===== config.mk =====
export PLATFORM = sky130hd
export DESIGN_NAME = dma_csr_regs
export DESIGN_NICKNAME = d
export VERILOG_FILES = /design/src/rtl/dmacsr_pkg.sv /design/src/rtl/dmacsr_decode.sv /design/src/rtl/dmacsr_word.sv /design/src/rtl/dmacsr_status.sv /design/src/rtl/dma_csr_regs.sv
export SDC_FILE = /design/constraint.sdc
export NUM_CORES = 1
export LEC_CHECK = 0
export BUFFER_PORTS_ARGS = -buffer_cell sky130_fd_sc_hd__buf_2
export CAP_MARGIN = 20
export CORE_MARGIN = 5
export CORE_UTILIZATION = 40
export DETAILED_ROUTE_END_ITERATION = 8
export GPL_ROUTABILITY_DRIVEN = 0
export SYNTH_ARGS = -nofsm -noshare
export SYNTH_HDL_FRONTEND = slang
export SYNTH_SLANG_ARGS = --single-unit

===== constraint.sdc =====
create_clock -name clk -period 2.55 [get_ports clk]
set_clock_uncertainty 0.2 [all_clocks]
set_input_delay 0.51 -clock clk [delete_from_list [all_inputs] [get_ports clk]]
set_output_delay 0.51 -clock clk [all_outputs]
set_load 0.02 [all_outputs]

===== src/rtl/dmacsr_pkg.sv =====
package dmacsr_pkg;

    localparam int DATA_W = 32;
    localparam int IDX_W  = 16;

    localparam logic [IDX_W-1:0] IDX_VERSION = 16'h0008;
    localparam logic [IDX_W-1:0] IDX_BUSMODE = 16'h03C0;
    localparam logic [IDX_W-1:0] IDX_POLL    = 16'h03C1;
    localparam logic [IDX_W-1:0] IDX_RXBASE  = 16'h03C3;
    localparam logic [IDX_W-1:0] IDX_TXBASE  = 16'h03C4;
    localparam logic [IDX_W-1:0] IDX_STATUS  = 16'h03C5;
    localparam logic [IDX_W-1:0] IDX_CTRL    = 16'h03C6;
    localparam logic [IDX_W-1:0] IDX_IEN     = 16'h03C7;
    localparam logic [IDX_W-1:0] IDX_CURTX   = 16'h03D2;
    localparam logic [IDX_W-1:0] IDX_CURRX   = 16'h03D3;

    localparam int ST_TX_DONE  = 0;
    localparam int ST_RX_DONE  = 6;
    localparam int ST_RX_NOBUF = 7;
    localparam int ST_ABN_SUM  = 15;
    localparam int ST_NRM_SUM  = 16;
    localparam int CTRL_RX_EN  = 1;

    localparam logic [DATA_W-1:0] VERSION_VALUE = 32'h0000_1012;
    localparam logic [DATA_W-1:0] BUSMODE_WMASK = 32'hFFFF_FFFE;

    typedef enum logic [3:0] {
        SEL_NONE, SEL_VERSION, SEL_BUSMODE, SEL_POLL, SEL_RXBASE, SEL_TXBASE,
        SEL_STATUS, SEL_CTRL, SEL_IEN, SEL_CURTX, SEL_CURRX
    } csr_sel_e;

    typedef struct packed {
        logic              wr_en;
        logic              rd_en;
        csr_sel_e          sel;
        logic [DATA_W-1:0] data;
    } csr_access_t;

    typedef struct packed {
        logic tx_done;
        logic rx_done;
        logic rx_nobuf;
    } dma_evt_t;

    function automatic csr_sel_e decode_index(input logic [IDX_W-1:0] idx);
        case (idx)
            IDX_VERSION: return SEL_VERSION;
            IDX_BUSMODE: return SEL_BUSMODE;
            IDX_POLL:    return SEL_POLL;
            IDX_RXBASE:  return SEL_RXBASE;
            IDX_TXBASE:  return SEL_TXBASE;
            IDX_STATUS:  return SEL_STATUS;
            IDX_CTRL:    return SEL_CTRL;
            IDX_IEN:     return SEL_IEN;
            IDX_CURTX:   return SEL_CURTX;
            IDX_CURRX:   return SEL_CURRX;
            default:     return SEL_NONE;
        endcase
    endfunction

    function automatic logic [DATA_W-1:0] event_bits(input dma_evt_t e);
        logic [DATA_W-1:0] b;
        b = '0;
        if (e.tx_done) begin
            b[ST_TX_DONE] = 1'b1;
            b[ST_NRM_SUM] = 1'b1;
        end
        if (e.rx_done) begin
            b[ST_RX_DONE] = 1'b1;
            b[ST_NRM_SUM] = 1'b1;
        end
        if (e.rx_nobuf) begin
            b[ST_RX_NOBUF] = 1'b1;
            b[ST_ABN_SUM]  = 1'b1;
        end
        return b;
    endfunction

endpackage


===== src/rtl/dmacsr_decode.sv =====
module dmacsr_decode
    import dmacsr_pkg::*;
#(
    parameter int ADDR_W = 12
) (
    input  logic                   valid,
    input  logic                   write,
    input  logic [ADDR_W-1:0]      addr,
    input  logic [DATA_W-1:0]      wdata,
    output csr_access_t            acc
);
    localparam int WIDX_W = ADDR_W - 2;

    logic             aligned;
    logic [IDX_W-1:0] idx;

    assign aligned = (addr[1:0] == 2'b00);
    assign idx     = IDX_W'(addr[ADDR_W-1:2]);

    always_comb begin
        acc.wr_en = valid && write;
        acc.rd_en = valid && !write;
        acc.sel   = aligned ? decode_index(idx) : SEL_NONE;
        acc.data  = wdata;
    end

    if (WIDX_W > IDX_W) begin : g_width_guard
        initial $error("address width too large for index decode");
    end
endmodule


===== src/rtl/dmacsr_word.sv =====
module dmacsr_word #(
    parameter int               W         = 32,
    parameter logic [W-1:0]     RESET_VAL = '0,
    parameter logic [W-1:0]     WMASK     = '1
) (
    input  logic         clk,
    input  logic         rst,
    input  logic         we,
    input  logic [W-1:0] wdata,
    output logic [W-1:0] q
);
    always_ff @(posedge clk) begin
        if (rst)     q <= RESET_VAL;
        else if (we) q <= wdata & WMASK;
    end
endmodule


===== src/rtl/dmacsr_status.sv =====
module dmacsr_status
    import dmacsr_pkg::*;
(
    input  logic              clk,
    input  logic              rst,
    input  logic              clr_we,
    input  logic [DATA_W-1:0] clr_bits,
    input  dma_evt_t          evt,
    input  logic [DATA_W-1:0] enable,
    output logic [DATA_W-1:0] status,
    output logic              irq
);
    logic [DATA_W-1:0] kept;
    logic [DATA_W-1:0] status_d;

    always_comb begin
        kept     = clr_we ? (status & ~clr_bits) : status;
        status_d = kept | event_bits(evt);
    end

    always_ff @(posedge clk) begin
        if (rst) status <= '0;
        else     status <= status_d;
    end

    assign irq = |(status & enable);
endmodule


===== src/rtl/dma_csr_regs.sv =====
module dma_csr_regs
    import dmacsr_pkg::*;
#(
    parameter int ADDR_W = 12
) (
    input  logic              clk,
    input  logic              rst,
    input  logic              bus_valid,
    input  logic              bus_write,
    input  logic [ADDR_W-1:0] bus_addr,
    input  logic [31:0]       bus_wdata,
    output logic [31:0]       bus_rdata,
    output logic              bus_rvalid,
    input  logic              evt_tx_done,
    input  logic              evt_rx_done,
    input  logic              evt_rx_nobuf,
    output logic              irq,
    output logic              tx_kick,
    output logic              rx_enable,
    output logic [31:0]       rx_desc_ptr,
    output logic [31:0]       tx_desc_ptr
);
    csr_access_t       acc;
    dma_evt_t          evt;
    logic [DATA_W-1:0] busmode_q, rxbase_q, txbase_q, ctrl_q, ien_q, status_q;
    logic [DATA_W-1:0] rd_mux;

    assign evt = '{tx_done: evt_tx_done, rx_done: evt_rx_done, rx_nobuf: evt_rx_nobuf};

    dmacsr_decode #(.ADDR_W(ADDR_W)) u_dec (
        .valid (bus_valid),
        .write (bus_write),
        .addr  (bus_addr),
        .wdata (bus_wdata),
        .acc   (acc)
    );

    dmacsr_word #(.W(DATA_W), .WMASK(BUSMODE_WMASK)) u_busmode (
        .clk(clk), .rst(rst), .we(acc.wr_en && acc.sel == SEL_BUSMODE),
        .wdata(acc.data), .q(busmode_q));
    dmacsr_word #(.W(DATA_W)) u_rxbase (
        .clk(clk), .rst(rst), .we(acc.wr_en && acc.sel == SEL_RXBASE),
        .wdata(acc.data), .q(rxbase_q));
    dmacsr_word #(.W(DATA_W)) u_txbase (
        .clk(clk), .rst(rst), .we(acc.wr_en && acc.sel == SEL_TXBASE),
        .wdata(acc.data), .q(txbase_q));
    dmacsr_word #(.W(DATA_W)) u_ctrl (
        .clk(clk), .rst(rst), .we(acc.wr_en && acc.sel == SEL_CTRL),
        .wdata(acc.data), .q(ctrl_q));
    dmacsr_word #(.W(DATA_W)) u_ien (
        .clk(clk), .rst(rst), .we(acc.wr_en && acc.sel == SEL_IEN),
        .wdata(acc.data), .q(ien_q));

    dmacsr_status u_status (
        .clk      (clk),
        .rst      (rst),
        .clr_we   (acc.wr_en && acc.sel == SEL_STATUS),
        .clr_bits (acc.data),
        .evt      (evt),
        .enable   (ien_q),
        .status   (status_q),
        .irq      (irq)
    );

    // Current descriptor pointers: reloaded from a base write or written directly.
    always_ff @(posedge clk) begin
        if (rst) begin
            rx_desc_ptr <= '0;
            tx_desc_ptr <= '0;
        end else if (acc.wr_en) begin
            if (acc.sel == SEL_RXBASE || acc.sel == SEL_CURRX) rx_desc_ptr <= acc.data;
            if (acc.sel == SEL_TXBASE || acc.sel == SEL_CURTX) tx_desc_ptr <= acc.data;
        end
    end

    always_ff @(posedge clk) begin
        if (rst) tx_kick <= 1'b0;
        else     tx_kick <= acc.wr_en && acc.sel == SEL_POLL;
    end

    assign rx_enable = ctrl_q[CTRL_RX_EN];

    always_comb begin
        case (acc.sel)
            SEL_VERSION: rd_mux = VERSION_VALUE;
            SEL_BUSMODE: rd_mux = busmode_q;
            SEL_RXBASE:  rd_mux = rxbase_q;
            SEL_TXBASE:  rd_mux = txbase_q;
            SEL_STATUS:  rd_mux = status_q;
            SEL_CTRL:    rd_mux = ctrl_q;
            SEL_IEN:     rd_mux = ien_q;
            SEL_CURTX:   rd_mux = tx_desc_ptr;
            SEL_CURRX:   rd_mux = rx_desc_ptr;
            default:     rd_mux = '0;
        endcase
    end

    always_ff @(posedge clk) begin
        if (rst) begin
            bus_rvalid <= 1'b0;
            bus_rdata  <= '0;
        end else begin
            bus_rvalid <= acc.rd_en;
            bus_rdata  <= acc.rd_en ? rd_mux : '0;
        end
    end
endmodule


==> summary.md, run 1 <==
| Metric | Value |
|---|---|
| VDD IR max | 0.000508 V |
| Slew Limit Fails | 0 |
| Tcrit/Tclk final | 115% |
| Sw frac | between 20% and 30% |
| Largest net degree at the start of global routing | approximately 190 |
| Io pins | roughly 150 |
| Max-cap violations | 0 |
| Net Sw Power | around 2.2 mW |
| H-tree levels | 1 |
| R2R Setup Slk | just under 1000 ps |
| Gr usage total | between 20% and 30% |
| Layout cells sized above 1 | between 20% and 30% |
| Register bit count reported by yosys | about 290 |
| Worst Path Max Fanout | 2 |
| Clock share of power | between 40% and 50% |
| Clock Tree Buf Depth | 3 |
| # setup viols final | 1 |
| Power Total | 9.63 mW |
| R2R cell count | 4 |
| Worst-Skew Late Latency | approximately 580 ps |
| Ranking of synthesized cells by area | dfxtp_1 (47%), nand2_1 (13%), a21oi_1 (10%) |
| DR vias/cell | roughly 5.7 |
| Antenna Nets Post-Route | 0 |
| Status | finished with violations |
| PD cells | 619 mW/mm^2 |
| Pleak | around 5.5 nW |
| Highest clock rate | about 0.34 GHz |
| Internal Dissipation | between 7 and 8 mW |
| First-pass GRT wire length | between 60000 and 70000 um |
| Clk sinks | just under 300 |
| Post-DP HPWL | 33100 um |
| Number of nets in the layout | approximately 1800 |
| Min-delay src | bus_wdata[19] |
| Core Region | ~0.03 mm^2 |
| Most common cell after layout, fill and taps aside | nand2_1 |
| Post-synth EDFFs | 0 |
| Number of global-route vias before repair | 11364 |
| Crit start category | flop |
| Worst path cell trace | a22o_1, a221oi_2, buf_4, nand3_2, or4_4, buf_6 |
| Drt initial violations | about 1300 |
| Top FF cell, synth | dfxtp_1 |
| Measured slew at the worst slew-check pin | 892 ps |
| Path type of the worst min-delay path | in2reg |
| Worst path arrival time | between 2000 and 2500 ps |
| Synth-to-layout area growth | 25.1% |
| RSZ-0062 raised after global routing | true |
| Final worst setup slack | -384 ps |
| Buffers and inverters on the worst path | 2 |
| CP max stage cell | or4_4 |
| DRT Wirelength | ~47000 um |
| Netlist cell types | 67 |
| Worst R2R Start | rx_desc_ptr[4] |
| CTS Root Cell | clkbuf_16 |
| Async SR Flop Fraction | 0% |
| Yosys top cell area share | a little under half |
| Commonest non-fill, non-tap cells in the layout | nand2_1 (432), dfxtp_1 (288), a21oi_1 (247) |
| Initial antenna violation count | 0 |
| Final Hold Violating Endpoints | 0 |
| TritonCTS clock tree | built |
| Total gr overflow | 0 |
| Chip height | approximately 190 um |
| Synth Cell Area | roughly 0.012 mm^2 |
| Failing checks | setup timing |
| Pre-antenna DRT Iters | 5 |
| Vias | 12312 |
| Die footprint | 0.0347 mm^2 |
| Minimum clock period | a little under 3000 ps |
| Seq/Total Area, Yosys | a little under half |
| Inserted Clock Buffers | 31 |
| Hold EP | u_status.status[19] |
| # diodes | 0 |
| Post-detailed-route DRC marker count | 0 |
| Hold Crit Depth | 2 |
| Synth warnings | 0 |
| Average wire per standard cell | approximately 22 um |
| Reg power frac | a little under half |
| Worst r2r dst | bus_rdata[4] |
| Clock transition at path regs | roughly 60 ps |
| Delay-heaviest family, CP | simple AND/OR/NAND/NOR gates |
| Gate power share | under 10% |
| WS Path Type | reg2out |
| Syn Inst Count | roughly 1600 |
| Die width | roughly 190 um |
| Slowest stage delay, CP | ~510 ps |
| Leading area contributor after synthesis | dfxtp_1 |
| Crit. End Element | primary output |
| Number of core rows | 64 |
| Port-buffer cells | 150 |
| Post-Syn Area per Cell | ~8 um^2 |
| Worst path required time | 1840 ps |
| Post-Route Setup TNS | -384 ps |
| Slew HR | 40.5% |
| Mapped Nets | approximately 1600 |
| Initial Util | 40.5% |
==> worst max path at each step <==
stage,depth (start not counted),startpoint,end
3_3_place_gp,9,bus_addr[7],u_rxbase.q[31]
5_1_grt,6,u_ien.q[31],irq
2_1_floorplan,10,bus_addr[6],u_rxbase.q[10]
4_1_cts,6,u_ien.q[31],irq
3_5_place_dp,9,bus_addr[7],u_rxbase.q[31]
6_report,6,u_ien.q[31],irq
==> cells by family after synthesis <==
logic type	count (synthesis)	share of synthesized area, %
buf+inv	161	5.81
flops	289	46.6
compound gates	461	23.9
simple gates	613	21.1
mux	32	2.58
xor+xnor	1	0.0705
==> cell usage after synthesis (6+ instances only) <==
library cell	instances
nand2_1	433
buf_2	66
buf_1	11
o21a_1	19
nor2_1	70
a32o_1	22
a31oi_1	20
and3_1	6
or2_1	9
nand2b_1	32
nand3_1	14
clkbuf_1	76
a221oi_1	12
and2_1	6
dfxtp_1	289
o221ai_1	18
a22oi_1	76
a22o_1	14
mux2i_1	32
a21oi_1	248
==> flip-flops by register name, summed over array words and instances (netlist names) <==
name,flops
rx_desc_ptr,32
tx_kick,1
tx_desc_ptr,32
u_txbase.q,32
u_rxbase.q,32
u_busmode.q,31
u_status.status,32
u_ien.q,32
bus_rvalid,1
bus_rdata,32
u_ctrl.q,32
==> timing repair <==
action,in CTS,in global routing
hold buffers,3,0
pin swaps,3,0
setup buffers,1,0
hold endpoints to repair,4,0
gates resized for setup,6,0
endpoints found under the setup margin,1,1
==> power groups by stage <==
stage,Combinational (mW),Clock (mW),Sequential (mW)
5_1_grt,0.473,4.88,4.53
6_report,0.453,4.65,4.53
4_1_cts,0.443,4.71,4.53
2_1_floorplan,0.221,0,4.63
3_3_place_gp,0.438,0,4.63
3_5_place_dp,0.439,0,4.63
==> final cells by class <==
cell class,count,area [um^2]
Tap cell,396,495
Clock inverter,11,154
Inverter,1,3.75
Fill cell,2973,15100
Clock buffer,46,902
Sequential cell,289,5790
Multi-Input combinational cell,1107,6020
Timing Repair Buffer,296,2180
==> per-layer routing <==
metal / track usage (%) / wire length (um) / share of wire (%) / vias up
met5: 0 / 0 / 0 / -
met4: 11.2 / 2240 / 4.7 / 0
met3: 5.19 / 4470 / 9.4 / 98
met2: 41.7 / 21400 / 45 / 650
met1: 34.9 / 19200 / 41 / 5837
li1: - / - / - / 5727
==> through the flow <==
step | util, % | cells | cell area [um^2] | hold slack (ps) | setup slack, ps
floorplan | - | 1557 | 12500 | 231 | -210
global placement | 47.1 | 2085 | 14400 | 238 | -292
detailed placement | 47.1 | 2085 | 14400 | 244 | -283
CTS | 50.7 | 2146 | 15500 | 20.0 | -399
global route | 50.7 | 2146 | 15500 | 48.6 | -479
finish | 50.7 | 2146 | 15500 | 39.7 | -384
Power figures use the tool's default switching activity.
==> run 2, diff against run 1 <==
==> constraint.sdc (replaced) <==
create_clock -name clk -period 2.5 [get_ports clk]
set_clock_uncertainty 0.2 [all_clocks]
set_input_delay 0.5 -clock clk [delete_from_list [all_inputs] [get_ports clk]]
set_output_delay 0.5 -clock clk [all_outputs]
set_load 0.02 [all_outputs]
==> summary.md, run 2 (same netlist as run 1, synthesis figures left out) <==
| Metric | Value |
|---|---|
| Crit. End Element | primary output |
| Final Hold Violating Endpoints | 0 (unchanged) |
| Placed Cells incl. Taps | 2107 (+1.1%) |
| Clock Tree Buf Depth | 3 (unchanged) |
| Slew Limit Fails | 0 (unchanged) |
| Measured slew at the worst slew-check pin | 633 ps (-258 ps) |
| Fin Hold WS | 43.5 ps (+3.77 ps) |
| Number of core rows | 64 (unchanged) |
| Post-DP HPWL | 33100 um (about the same) |
| Finished layout cell area | 0.0159 mm^2 (+2.3%) |
| Inserted Clock Buffers | 31 (unchanged) |
| Status | finished with violations |
| Highest clock rate | roughly 0.35 GHz |
| Max-cap violations | 0 (unchanged) |
| Most common cell after layout, fill and taps aside | nand2_1 |
| Gr usage total | 26.8% (+0.61 points) |
| Die footprint | 0.0347 mm^2 (unchanged) |
| Multi-input logic area | 0.00603 mm^2 (+0.10%) |
| DR vias/cell | 5.75 (+0.19%) |
| Final worst setup slack | -385 ps (-1.17 ps) |
| Total gr overflow | 0 (unchanged) |
| Worst path required time | 1800 ps (-40 ps) |
| Tcrit/Tclk final | 115% |
| Clock transition at path regs | 70 ps (about the same) |
| Post-detailed-route DRC marker count | 0 (unchanged) |
| Place WS | -369 ps (-85.5 ps) |
| # diodes | 0 (unchanged) |
| Port-buffer cells | 150 (unchanged) |
| Worst-Skew Late Latency | 580 ps (about the same) |
| Fin util | 51.9% (+1.2 points) |
| Pleak | 5.70 nW (+3.3%) |
| DRT Wirelength | 47600 um (+0.62%) |
| Minimum clock period | 2890 ps |
| Min-delay src | bus_wdata[13] |
| Power Total | 10.0 mW (+4.2%) |
| Chip height | 186 um (unchanged) |
| Number of global-route vias before repair | 12017 (+5.7%) |
| Drt initial violations | 1368 (+2.2%) |
| CTS Root Cell | clkbuf_16 |
| Post-route insts no fill | 2170 (+1.1%) |
| WS Path Type | reg2out |
| Slew HR | 57.8% (+17 points) |
| First-pass GRT wire length | 72700 um (+3.9%) |
| Worst Path Max Fanout | 2 (unchanged) |
| Largest net degree at the start of global routing | 136 (-29%) |
| Fillcell total | 2946 (-0.91%) |
| Cell Area, Placed | 0.0147 mm^2 (+2.1%) |
| Initial Util | 40.5% (unchanged) |
| Clk sinks | 289 (unchanged) |
| Worst R2R Start | u_status.status[15] |
| Die width | 186 um (unchanged) |
| Pre-antenna DRT Iters | 5 (unchanged) |
| # setup viols final | 1 (unchanged) |
| Io pins | 151 (unchanged) |
| RSZ-0062 raised after global routing | true |
| Path type of the worst min-delay path | in2reg |
| Initial antenna violation count | 0 (unchanged) |
| PD cells | 631 mW/mm^2 (+1.8%) |
| Synth-to-layout area growth | 28.0% |
| Worst Setup SP | u_ien.q[31] |
| Average wire per standard cell | 21.9 um (-0.49%) |
| Reg area | 0.00579 mm^2 (unchanged) |
| Commonest non-fill, non-tap cells in the layout | nand2_1 (432), dfxtp_1 (288), a21oi_1 (247) |
| Layout cells sized above 1 | 22.5% (+1.3 points) |
| Vias | 12473 (+1.3%) |
| Core Region | 0.0307 mm^2 (unchanged) |
| Worst path arrival time | 2190 ps (-30 ps) |
| TritonCTS clock tree | built |
| Crit start category | flop |
| Failing checks | setup timing |
| Antenna Nets Post-Route | 0 (unchanged) |
| Number of nets in the layout | 1800 (+1.3%) |
| Post-Route Setup TNS | -385 ps (-1.17 ps) |
| VDD IR max | 0.000660 V (+30%) |
| H-tree levels | 1 (unchanged) |
run 2: layout make-up:
cell class / instances / area share [%]
clock inverters: 20 / 1.64
clock buffers: 38 / 5.29
flip-flops and latches: 289 / 36.4
multi-input cells: 1107 / 37.9
repair buffers: 319 / 15.7
well taps: 396 / 3.11
inverters: 1 / 0.0236
run 2: critical path, cell delays in order (launching register included):
cell,delay (ps)
dfxtp_2,320
a22o_1,230
a221oi_2,190
buf_4,160
nand3_2,50
or4_4,510
buf_6,150
run 2: metal layers:
metal	share of wire [%]	up-vias	wire length (um)	GRT usage [%]
met5	0	-	0	0
met4	3.8	0	1810	9.68
met2	45	616	21600	42.6
met1	42	5991	20000	36.8
li1	-	5783	-	-
met3	8.6	83	4120	4.69
run 2: worst paths after layout:
check                        endpoint  slack, ps  depth (start not counted)
setup / recovery                  irq       -390                          6
hold / removal    u_status.status[13]         40                          2
setup reg to reg        bus_rdata[15]        950                          6
hold reg to reg          u_ctrl.q[30]        250                          2
run 2: repair_timing:
action / 4_1_cts / 5_1_grt
gates cloned: 0 / 0
resized for setup: 7 / 0
setup endpoints to repair: 1 / 1
hold endpoints to repair: 6 / 0
hold buffers: 5 / 0
buffers inserted: 0 / 0
pin swaps: 4 / 0
run 2: where the power goes:
part	switching, mW	total, mW	internal (mW)
Combinational	0.317	0.474	0.157
Clock	2.01	4.94	2.93
Sequential	0.00775	4.62	4.61
Total	2.34	10.0	7.70
==> run 3, diff against run 2 <==
--- a/config.mk
+++ b/config.mk
@@ -7,6 +7,7 @@
 export LEC_CHECK = 0
 export BUFFER_PORTS_ARGS = -buffer_cell sky130_fd_sc_hd__buf_2
 export CAP_MARGIN = 20
+export CORE_ASPECT_RATIO = 1.5
 export CORE_MARGIN = 5
 export CORE_UTILIZATION = 40
 export DETAILED_ROUTE_END_ITERATION = 8
==> summary.md, run 3 (same netlist as run 1, synthesis figures left out) <==
| Metric | Value |
|---|---|
| Gate power share | 5.0% (+0.3 points) |
| Post-detailed-route DRC marker count | 0 (unchanged) |
| Failing checks | setup timing |
| Met3 usage | 3.03% (-1.7 points) |
| Max-cap violations | 0 (unchanged) |
| Layout cells sized above 1 | 22.1% (-0.40 points) |
| Largest net degree at the start of global routing | 149 (+9.6%) |
| Final worst setup slack | -344 ps (+41.2 ps) |
| Antenna Nets Post-Route | 0 (unchanged) |
| Slew Limit Fails | 0 (unchanged) |
| Initial Util | 40.3% (-0.22 points) |
| Minimum clock period | 2840 ps (-41.2 ps) |
| Initial antenna violation count | 0 (unchanged) |
| Measured slew at the worst slew-check pin | 755 ps (+122 ps) |
| M2 GR Usage | 45.7% (+3.1 points) |
| Synth-to-layout area growth | 25.8% |
| DR vias/cell | 5.76 (+0.17%) |
| Gr busiest metal | met2 |
| Final Hold Violating Endpoints | 0 (unchanged) |
| Drt initial violations | 1312 (-4.1%) |
| Total gr overflow | 0 (unchanged) |
| Core Region | 0.0308 mm^2 (+0.55%) |
| Slowest stage delay, CP | 460 ps (-50 ps) |
| Pre-antenna DRT Iters | 6 (+1) |
| Tcrit/Tclk final | 114% (-1.6 points) |
| Number of nets in the layout | 1794 (-0.33%) |
| Worst path cell trace | a22o_1, a221oi_2, nand3_2, or4_4, buf_6 |
| Inserted Clock Buffers | 28 (-9.7%) |
| Commonest non-fill, non-tap cells in the layout | nand2_1 (432), dfxtp_1 (288), a21oi_1 (247) |
| Fillcell total | 3009 (+2.1%) |
| Post-Route Setup TNS | -344 ps (+41.2 ps) |
| VDD IR max | 0.000510 V (-23%) |
| CTS Root Cell | clkbuf_16 |
| Most common cell after layout, fill and taps aside | nand2_1 |
| CP max stage cell | or4_4 |
| Number of global-route vias before repair | 11674 (-2.9%) |
| Gr usage total | 26.7% (-0.15 points) |
| Path type of the worst min-delay path | in2reg |
| GR Util met1 | 31.9% (-4.9 points) |
| First-pass GRT wire length | 71800 um (-1.2%) |
| Highest clock rate | 0.352 GHz (+1.4%) |
| Internal Dissipation | 7.45 mW (-3.2%) |
| Sw frac | 22.6% (-0.74 points) |
| WS Path Type | reg2out |
| Reg area | 0.00579 mm^2 (unchanged) |
| Buffers and inverters on the worst path | 1 (-1) |
| H-tree levels | 1 (unchanged) |
| Die footprint | 0.0348 mm^2 (+0.21%) |
| Chip height | 226 um (+21%) |
| Post-DP HPWL | 34300 um (+3.5%) |
| # diodes | 0 (unchanged) |
| DRT Wirelength | 48500 um (+1.8%) |
| Die width | 154 um (-17%) |
| Reg power frac | 48.0% (+2.0 points) |
| TritonCTS clock tree | built |
| Average wire per standard cell | 22.3 um (+1.8%) |
| Io pins | 151 (unchanged) |
| Worst Path Max Fanout | 2 (unchanged) |
| # setup viols final | 1 (unchanged) |
| Delay-heaviest family, CP | simple AND/OR/NAND/NOR gates |
| Vias | 12494 (+0.17%) |
| Net Sw Power | 2.17 mW (-7.2%) |
| Crit. End Element | primary output |
| Slew HR | 49.6% (-8.1 points) |
| RSZ-0062 raised after global routing | true |
| Pleak | 5.58 nW (-2.1%) |
| Multi-input logic area | 0.00604 mm^2 (+0.10%) |
| Status | finished with violations |
| PD cells | 615 mW/mm^2 (-2.4%) |
| Number of core rows | 79 (+23%) |
| Power Total | 9.62 mW (-4.2%) |
| Worst path required time | 1800 ps (about the same) |
| Clock share of power | 47.0% (-2.3 points) |
| Crit start category | flop |
| Clock transition at path regs | 70 ps (about the same) |
| Port-buffer cells | 150 (unchanged) |
| Worst path arrival time | 2140 ps (-50 ps) |
| Clock Tree Buf Depth | 3 (unchanged) |
| Worst-Skew Late Latency | 560 ps (-20 ps) |
| Clk sinks | 289 (unchanged) |
==> run 3: cell count changes in the layout (fill, tap and decap cells not counted), moves of 2 or more <==
| cell | delta |
|---|---|
| clkbuf_16 | -2 |
| buf_4 | +11 |
| buf_12 | -12 |
| dlygate4sd3_1 | -2 |
| clkbuf_1 | +3 |
| clkinvlp_4 | -4 |
==> run 3: what timing repair did <==
item,4_1_cts,5_1_grt
setup buffers,1,0
resized for setup,7,1
hold buffers,3,0
hold endpoints to repair,5,0
pin swaps,3,3
setup endpoints to repair,1,2
==> run 3: power groups by stage <==
stage | Combinational, mW | Sequential (mW) | Clock (mW)
finish | 0.480 | 4.62 | 4.52
global route | 0.497 | 4.62 | 4.74
CTS | 0.472 | 4.62 | 4.57
detailed placement | 0.467 | 4.72 | 0
global placement | 0.465 | 4.72 | 0
floorplan | 0.229 | 4.72 | 0
==> run 3: metal layers <==
layer,routed length [um],vias up
met5,0,-
met3,3580,137
met1,17900,5975
met2,23500,618
li1,-,5764
met4,3520,0
==> run 3: cell type report <==
cell class,instances,area share [%]
repair buffers,316,14.8
clock inverters,12,1.06
multi-input cells,1107,38.6
well taps,405,3.24
flip-flops and latches,289,37.0
clock buffers,40,5.23
inverters,1,0.0240
==> run 3: worst register-to-register path, stage by stage, from the launching register on <==
cell and delay, ps:
dfxtp_1 410, a21o_1 150, a221oi_1 50, buf_4 150, a211oi_1 410
==> run 3: metrics by stage <==
| step | setup WS (ps) | cells | cell area, um^2 | util (%) | hold WS (ps) |
|---|---|---|---|---|---|
| after detailed placement | -422 | 2114 | 14600 | 47.3 | 245 |
| final | -344 | 2170 | 15600 | 50.7 | 24.7 |
| after floorplan | -250 | 1557 | 12600 | - | 231 |
| after global routing | -373 | 2170 | 15600 | 50.7 | 26.8 |
| after global placement | -406 | 2114 | 14600 | 47.3 | 238 |
| after CTS | -446 | 2170 | 15600 | 50.7 | 11.8 |
==> run 3: path summary, 6_finish.rpt <==
path | from | to | slack (ps) | cells past startpoint
max | u_ien.q[21] | irq | -340 | 5
min | rst | u_busmode.q[15] | 20 | 2
max reg2reg | tx_desc_ptr[0] | bus_rdata[0] | 990 | 4
min reg2reg | u_ctrl.q[7] | u_ctrl.q[7] | 250 | 2
